`src/rtl/evb_pkg.sv`:
```
package evb_pkg;
   localparam int CODE_W = 5;
   localparam int NUM_CODES = 1 << CODE_W;

   typedef enum logic {
      LAYOUT_TILE = 1'b0,
      LAYOUT_CHAN = 1'b1
   } evb_layout_e;
endpackage

```
`src/rtl/evb_decode.sv`:
```
module evb_decode
   import evb_pkg::*;
#(
   parameter int          ADDR_W   = 12,
   parameter int          NUM_CTR  = 4,
   parameter evb_layout_e LAYOUT   = LAYOUT_TILE,
   parameter int          T_CTL    = 'hA8,
   parameter int          T_DOFF   = 'h4,
   parameter int          T_STRIDE = 'h8,
   parameter int          C_CTL    = 'h234,
   parameter int          C_DATA   = 'h240,
   parameter int          C_STRIDE = 'hC
) (
   input  logic                clk,
   input  logic                rst_n,
   input  logic [ADDR_W-1:0]   addr,
   output logic [NUM_CTR-1:0]  ctl_hit,
   output logic [NUM_CTR-1:0]  data_hit
);
   for (genvar n = 0; n < NUM_CTR; n++) begin : g_ctr
      if (LAYOUT == LAYOUT_TILE) begin : g_tile
         localparam int CA = T_CTL + n * T_STRIDE;
         localparam int DA = T_CTL + T_DOFF + n * T_STRIDE;
         assign ctl_hit[n]  = (addr == ADDR_W'(CA));
         assign data_hit[n] = (addr == ADDR_W'(DA));
      end else begin : g_chan
         localparam int DA = C_DATA + n * C_STRIDE;
         assign ctl_hit[n]  = (addr == ADDR_W'(C_CTL));
         assign data_hit[n] = (addr == ADDR_W'(DA));
      end
   end

   AST_ONE_DATA_HIT: assert property (@(posedge clk) disable iff (!rst_n)
      $onehot0(data_hit)) else $error("two data registers share an address");

   AST_CTL_DATA_APART: assert property (@(posedge clk) disable iff (!rst_n)
      !((|ctl_hit) && (|data_hit))) else $error("control and data overlap");
endmodule

```
`src/rtl/evb_ctl_bank.sv`:
```
module evb_ctl_bank
   import evb_pkg::*;
#(
   parameter int          DATA_W    = 32,
   parameter int          NUM_CTR   = 4,
   parameter evb_layout_e LAYOUT    = LAYOUT_TILE,
   parameter int          CODE_LIM  = 24,
   parameter int          FLD_LSB   = 3,
   parameter int          FLD_STEP  = 0
) (
   input  logic                           clk,
   input  logic                           rst_n,
   input  logic                           wen,
   input  logic [NUM_CTR-1:0]             ctl_hit,
   input  logic [DATA_W-1:0]              wdata,
   output logic [NUM_CTR-1:0][CODE_W-1:0] codes
);
   for (genvar n = 0; n < NUM_CTR; n++) begin : g_fld
      localparam int POS = FLD_LSB + n * FLD_STEP;
      logic [CODE_W-1:0] field;
      logic              take;

      assign field = wdata[POS +: CODE_W];
      assign take  = wen && ctl_hit[n] && (int'(field) < CODE_LIM);

      always_ff @(posedge clk or negedge rst_n) begin
         if (!rst_n)    codes[n] <= '0;
         else if (take) codes[n] <= field;
      end

      AST_BAD_CODE_KEPT: assert property (@(posedge clk) disable iff (!rst_n)
         (wen && ctl_hit[n] && (int'(field) >= CODE_LIM)) |=> $stable(codes[n]))
         else $error("out-of-range code accepted");

      AST_NO_STRAY_CODE: assert property (@(posedge clk) disable iff (!rst_n)
         !(wen && ctl_hit[n]) |=> $stable(codes[n]))
         else $error("code changed without a control write");
   end
endmodule

```
`src/rtl/evb_counter.sv`:
```
module evb_counter
   import evb_pkg::*;
#(
   parameter int DATA_W = 32
) (
   input  logic                  clk,
   input  logic                  rst_n,
   input  logic [CODE_W-1:0]     code,
   input  logic [NUM_CODES-1:0]  evt,
   input  logic                  load,
   input  logic [DATA_W-1:0]     load_val,
   output logic [DATA_W-1:0]     count
);
   logic bump;

   assign bump = (code != '0) && evt[code];

   always_ff @(posedge clk or negedge rst_n) begin
      if (!rst_n)    count <= '0;
      else if (load) count <= load_val;
      else if (bump) count <= count + DATA_W'(1);
   end

   AST_STOPPED_HOLDS: assert property (@(posedge clk) disable iff (!rst_n)
      (code == '0 && !load) |=> $stable(count)) else $error("stopped counter moved");

   AST_LOAD_WINS: assert property (@(posedge clk) disable iff (!rst_n)
      load |=> count == $past(load_val)) else $error("load lost");

   AST_STEP_ONE: assert property (@(posedge clk) disable iff (!rst_n)
      (!load && code != '0 && evt[code]) |=> count == $past(count) + DATA_W'(1))
      else $error("increment wrong");

   AST_WRAP_ZERO: assert property (@(posedge clk) disable iff (!rst_n)
      (!load && bump && count == '1) |=> count == '0) else $error("wrap wrong");
endmodule

```
`src/rtl/evt_ctr_bank.sv`:
```
module evt_ctr_bank
   import evb_pkg::*;
#(
   parameter int          ADDR_W  = 12,
   parameter int          DATA_W  = 32,
   parameter int          NUM_CTR = 4,
   parameter evb_layout_e LAYOUT  = LAYOUT_TILE,
   parameter int          T_LIMIT = 'h18,
   parameter int          C_LIMIT = 'h10
) (
   input  logic              clk,
   input  logic              rst_n,
   input  logic [ADDR_W-1:0] bus_addr,
   input  logic              bus_wen,
   input  logic [DATA_W-1:0] bus_wdata,
   input  logic              bus_ren,
   output logic [DATA_W-1:0] bus_rdata,
   input  logic [31:0]       evt_strobe
);
   localparam bit IS_TILE  = (LAYOUT == LAYOUT_TILE);
   localparam int FLD_LSB  = IS_TILE ? 3 : 1;
   localparam int FLD_STEP = IS_TILE ? 0 : 8;
   localparam int CODE_LIM = IS_TILE ? T_LIMIT : C_LIMIT;

   initial begin : elab_checks
      assert (NUM_CODES == 32) else $error("strobe vector must match code space");
      assert (NUM_CTR >= 1 && NUM_CTR <= 4) else $error("NUM_CTR out of range");
      assert (FLD_LSB + (NUM_CTR - 1) * FLD_STEP + CODE_W <= DATA_W)
         else $error("code field outside control word");
      assert (CODE_LIM >= 1 && CODE_LIM <= NUM_CODES) else $error("bad code limit");
   end

   logic [NUM_CTR-1:0]             ctl_hit, data_hit;
   logic [NUM_CTR-1:0][CODE_W-1:0] codes;
   logic [NUM_CTR-1:0][DATA_W-1:0] counts;
   logic [DATA_W-1:0]              rd_next;

   evb_decode #(
      .ADDR_W(ADDR_W), .NUM_CTR(NUM_CTR), .LAYOUT(LAYOUT)
   ) u_dec (
      .clk(clk), .rst_n(rst_n), .addr(bus_addr),
      .ctl_hit(ctl_hit), .data_hit(data_hit)
   );

   evb_ctl_bank #(
      .DATA_W(DATA_W), .NUM_CTR(NUM_CTR), .LAYOUT(LAYOUT),
      .CODE_LIM(CODE_LIM), .FLD_LSB(FLD_LSB), .FLD_STEP(FLD_STEP)
   ) u_ctl (
      .clk(clk), .rst_n(rst_n), .wen(bus_wen), .ctl_hit(ctl_hit),
      .wdata(bus_wdata), .codes(codes)
   );

   for (genvar n = 0; n < NUM_CTR; n++) begin : g_cnt
      evb_counter #(.DATA_W(DATA_W)) u_cnt (
         .clk(clk), .rst_n(rst_n), .code(codes[n]), .evt(evt_strobe),
         .load(bus_wen && data_hit[n]), .load_val(bus_wdata),
         .count(counts[n])
      );
   end

   always_comb begin
      rd_next = '0;
      for (int n = 0; n < NUM_CTR; n++) begin
         if (data_hit[n]) rd_next |= counts[n];
         if (ctl_hit[n])  rd_next |= DATA_W'(codes[n]) << (FLD_LSB + n * FLD_STEP);
      end
   end

   always_ff @(posedge clk or negedge rst_n) begin
      if (!rst_n)       bus_rdata <= '0;
      else if (bus_ren) bus_rdata <= rd_next;
   end

   AST_RD_HOLD: assert property (@(posedge clk) disable iff (!rst_n)
      !bus_ren |=> $stable(bus_rdata)) else $error("read data moved unprompted");

   AST_UNMAPPED_ZERO: assert property (@(posedge clk) disable iff (!rst_n)
      (bus_ren && !(|ctl_hit) && !(|data_hit)) |=> bus_rdata == '0)
      else $error("unmapped read not zero");
endmodule

```
`config.mk`:
```
export PLATFORM = sky130hd
export DESIGN_NAME = evt_ctr_bank
export DESIGN_NICKNAME = d
export VERILOG_FILES = /design/src/rtl/evb_pkg.sv /design/src/rtl/evb_decode.sv /design/src/rtl/evb_ctl_bank.sv /design/src/rtl/evb_counter.sv /design/src/rtl/evt_ctr_bank.sv
export SDC_FILE = /design/constraint.sdc
export NUM_CORES = 1
export LEC_CHECK = 0
export CAP_MARGIN = 5
export CORE_UTILIZATION = 35
export CTS_CLUSTER_DIAMETER = 100
export DETAILED_ROUTE_END_ITERATION = 8
export GPL_TIMING_DRIVEN = 0
export SLEW_MARGIN = 0
export SYNTH_ARGS = -nofsm -noshare
export SYNTH_HDL_FRONTEND = slang
export SYNTH_HIERARCHICAL = 1
export SYNTH_SLANG_ARGS = --single-unit
```
`constraint.sdc`:
```
create_clock -name clk -period 2.5 [get_ports clk]
set_clock_uncertainty 0.15 [all_clocks]
set_input_delay 0.375 -clock clk [delete_from_list [all_inputs] [get_ports clk]]
set_output_delay 0.375 -clock clk [all_outputs]
set_load 0.02 [all_outputs]
```
==> metrics.txt <==
most frequent cells in the layout 141 x dfrtp_1, 100 x nor2_1, 97 x a21oi_1, 97 x clkdlybuf4s50_1, 79 x a31oi_1; Cell variety after synth 69; CTS tree yes; hold path depth 3; Final setup viols 52; crit path kind register to register; crit-path most repeated cell buf_6; via/cell ratio 6.83; Post-synth EDFFs 0; final worst slack -0.0587 ns; critical path's slowest cell mux4_2; pin count of the biggest net entering global routing 98; CP peak stage delay 0.56 ns; Reg power frac 44.5%; period utilisation layout 102%; unrepaired setup endpoints after global routing true; peak supply drop approximately 0.00039 V; GRT Util Overall approximately a third; drt pass-1 iters 7; via count 14895; syn_area_per_cell 8.74 µm²; vias in the first global route roughly 14000; Syn Nets 1586; Clk pin slew, worst setup/hold paths about 0.08 ns; Register-to-Register Setup Slack -0.06 ns; Routed WL 63.8 mm; minimum clock period between 2 and 3 ns; CTS Sinks 180; post-synth top area share 34.3%; failing checks negative setup slack; Core Region 36800 µm²; Sw Ratio 29.7%; CP Data Required Time 2.67 ns; sink of the worst hold path bus_rdata[29]$_DFFE_PN0P_; Int Power between 0.004 and 0.005 W; Synth area leaders dfrtp_1 34%, a21oi_1 4.1%, a31oi_1 3.8%, a22oi_1 3.6%, mux2i_1 3.4%; synth-to-layout area growth 34.3%; dpl hpwl approximately 44 mm; most common cell after layout, fill and taps aside dfrtp_1; reg2reg start u_ctl/codes[11]$_DFFE_PN0P_; DR WL/cell 29.3 µm; layout cell share with drive strength beyond 1 26.8%; Setup crit start kind register; Rows 70; Lkg Pwr 6.21 nW; Overflow after GRT 0; Post-Syn Area 13100 µm²; initial antenna violation count 2; clock latency on the worst-skew pair between 0.4 and 0.5 ns; sequential-to-total area share from yosys stat 34.3%; Post-route DRC 0; Starting Density 35.7%; placed cell area 15300 µm²; die area about 38000 µm²; Worst Path Max Fanout 7; Gate power share 13.9%; Least-Margin Pin Slew ~0.84 ns; Die Span X 196 µm; Hold Slack 0.104 ns; ANT nets after route 0; outcome finished, violations left; dominant synthesized flop cell dfrtp_1; post-synthesis register bit count 180; Cells after Synth roughly 1500; Die Y 196 µm; Final Hold Viols 0; hold crit path type input port to register; Slew HR 44.0%; gp weighted congestion 0.977; clock root buffer clkbuf_16; Iter 0 DRT Violations 2319; Fmax achieved 0.391 GHz; crit-path cells buf_6, mux4_2, nor2_4, a311oi_4, or3_1, buf_6, nor2_4, buf_6, o221ai_2; FFs w/ async S/R, synth 100%; r2r endpoint g_cnt[2].u_cnt/count[30]$_DFFE_PN0P_; # IOs approximately 110; Buf/Inv on CP 3; Final nets ~1800; Psw 0.00206 W; Port-buffer cells 110; CP endpoint kind register; cell accounting for the most synthesized area dfrtp_1; CP Data Arrival Time 2.73 ns; CTS Buf Count 17; max-cap violation count 0; clock power share 41.6%; first-pass GRT wire length 91.2 mm; power density cells between 300 and 400 nW/µm²; Yosys Warn Count 6; max-slew violations 0; worst-case clock buffer depth 2; Worst R2R Path Depth 9; min-delay src bus_ren; Finished Cell Area between 15000 and 20000 µm²; cell family with most CP delay simple AND/OR/NAND/NOR gates; H-tree depth 4
==> how the worst max path moves through the flow <==
stage / cells after the start / end / startpoint
after floorplan: 11 / g_cnt[1].u_cnt/count[0]$_DFFE_PN0P_ / bus_addr[6]
after global placement: 1 / u_ctl/codes[13]$_DFFE_PN0P_ / rst_n
after detailed placement: 12 / g_cnt[1].u_cnt/count[19]$_DFFE_PN0P_ / bus_addr[4]
after CTS: 6 / g_cnt[1].u_cnt/count[25]$_DFFE_PN0P_ / g_cnt[1].u_cnt/count[8]$_DFFE_PN0P_
after global routing: 9 / g_cnt[2].u_cnt/count[2]$_DFFE_PN0P_ / u_ctl/codes[11]$_DFFE_PN0P_
final: 9 / g_cnt[2].u_cnt/count[30]$_DFFE_PN0P_ / u_ctl/codes[11]$_DFFE_PN0P_
==> power groups by stage <==
stage	clock, W	sequential (W)	combinational (W)
6_report	0.00289	0.00309	0.000966
5_1_grt	0.00302	0.00310	0.00102
4_1_cts	0.00292	0.00308	0.000910
3_5_place_dp	0	0.00314	0.000897
3_3_place_gp	0	0.00314	0.000874
2_1_floorplan	0	0.00314	0.000345
==> sequential cells by signal, summed over array words and instances, names as in the netlist <==
signal / cells
g_cnt.u_cnt/count: 128
bus_rdata: 32
u_ctl/codes: 20
==> worst min-delay path: cells and delay by family <==
| family | cells | cell delay, ns |
|---|---|---|
| AOI/OAI and AO/OA | 1 | 0.04 |
| buffers and inverters | 1 | 0.15 |
| and+or+nand+nor | 1 | 0.10 |
==> cell families (layout without fill, tap and decap cells) <==
logic type      count (synthesis)  count (layout)  synth area share (%)
buf+inv                       164             371                  5.90
simple gates                  528             528                  23.0
flops                         180             180                  34.3
mux                            76              76                  6.96
compound gates                550             550                  29.4
other cells                     0               3                     0
fa+ha+maj                       4               4                 0.381
==> metal layers <==
layer,share of wire (%),global-route usage (%)
met1,39,43.2
met2,44,48.1
met3,11,7.63
met4,6.2,18.1
met5,0,0
==> what timing repair did <==
action                                  4_1_cts  5_1_grt
endpoints found under the hold margin        96        0
gates resized for setup                     150      178
setup buffers                                40       25
pin swaps                                    17       43
endpoints found under the setup margin      139      129
hold buffers                                  1        0
cloned                                        9        3
==> synthesized netlist by cell type, types with 5 or more instances <==
cell type / n
a211oi_1: 12
o21ai_0: 68
mux2_4: 6
buf_2: 32
and3_1: 44
a21oi_1: 108
nand2b_1: 8
and4_1: 12
nand2_1: 68
and2_1: 12
nor2_1: 108
buf_6: 6
mux2i_1: 44
o22ai_1: 8
o311ai_0: 8
a32oi_1: 40
mux2_2: 10
a22oi_1: 63
or4b_1: 8
nand3_1: 56
a2bb2oi_1: 24
dfrtp_1: 180
nor2b_1: 32
a31oi_1: 80
mux2_1: 8
a311oi_1: 16
o2bb2ai_1: 8
clkbuf_1: 57
a22o_1: 10
a221oi_1: 10
or4_1: 5
mux4_2: 8
or3_1: 24
nor4_1: 12
buf_4: 11
nor3_2: 5
nor3_1: 47
nand4_1: 28
inv_1: 48
o22a_1: 41
o31a_1: 16
nor3b_1: 12
nand3b_1: 8
==> per-stage QoR <==
step	std cells	setup TNS [ns]	power (W)	util [%]	worst slack (ns)
6_report	2180	-1.15	0.00695	47.9	-0.0587
5_1_grt	2178	-4.80	0.00713	47.9	-0.119
4_1_cts	2150	0	0.00691	45.8	0.000930
3_5_place_dp	2081	-136.37	0.00404	41.7	-1.15
3_3_place_gp	2080	-1432.71	0.00402	41.6	-7.23
2_1_floorplan	1502	-8.96	0.00348	-	-0.166
==> final cells by class <==
| type | count | area [µm²] |
|---|---|---|
| sequential | 180 | 4550 |
| clock inverter | 14 | 164 |
| tap | 468 | 586 |
| antenna | 3 | 7.51 |
| multi-input combinational | 1158 | 8710 |
| clock buffer | 18 | 439 |
| inverter | 52 | 223 |
| timing repair buffer | 188 | 1850 |
| fill | 3545 | 19200 |
| buffer | 99 | 1090 |
Power figures use the tool's default switching activity.
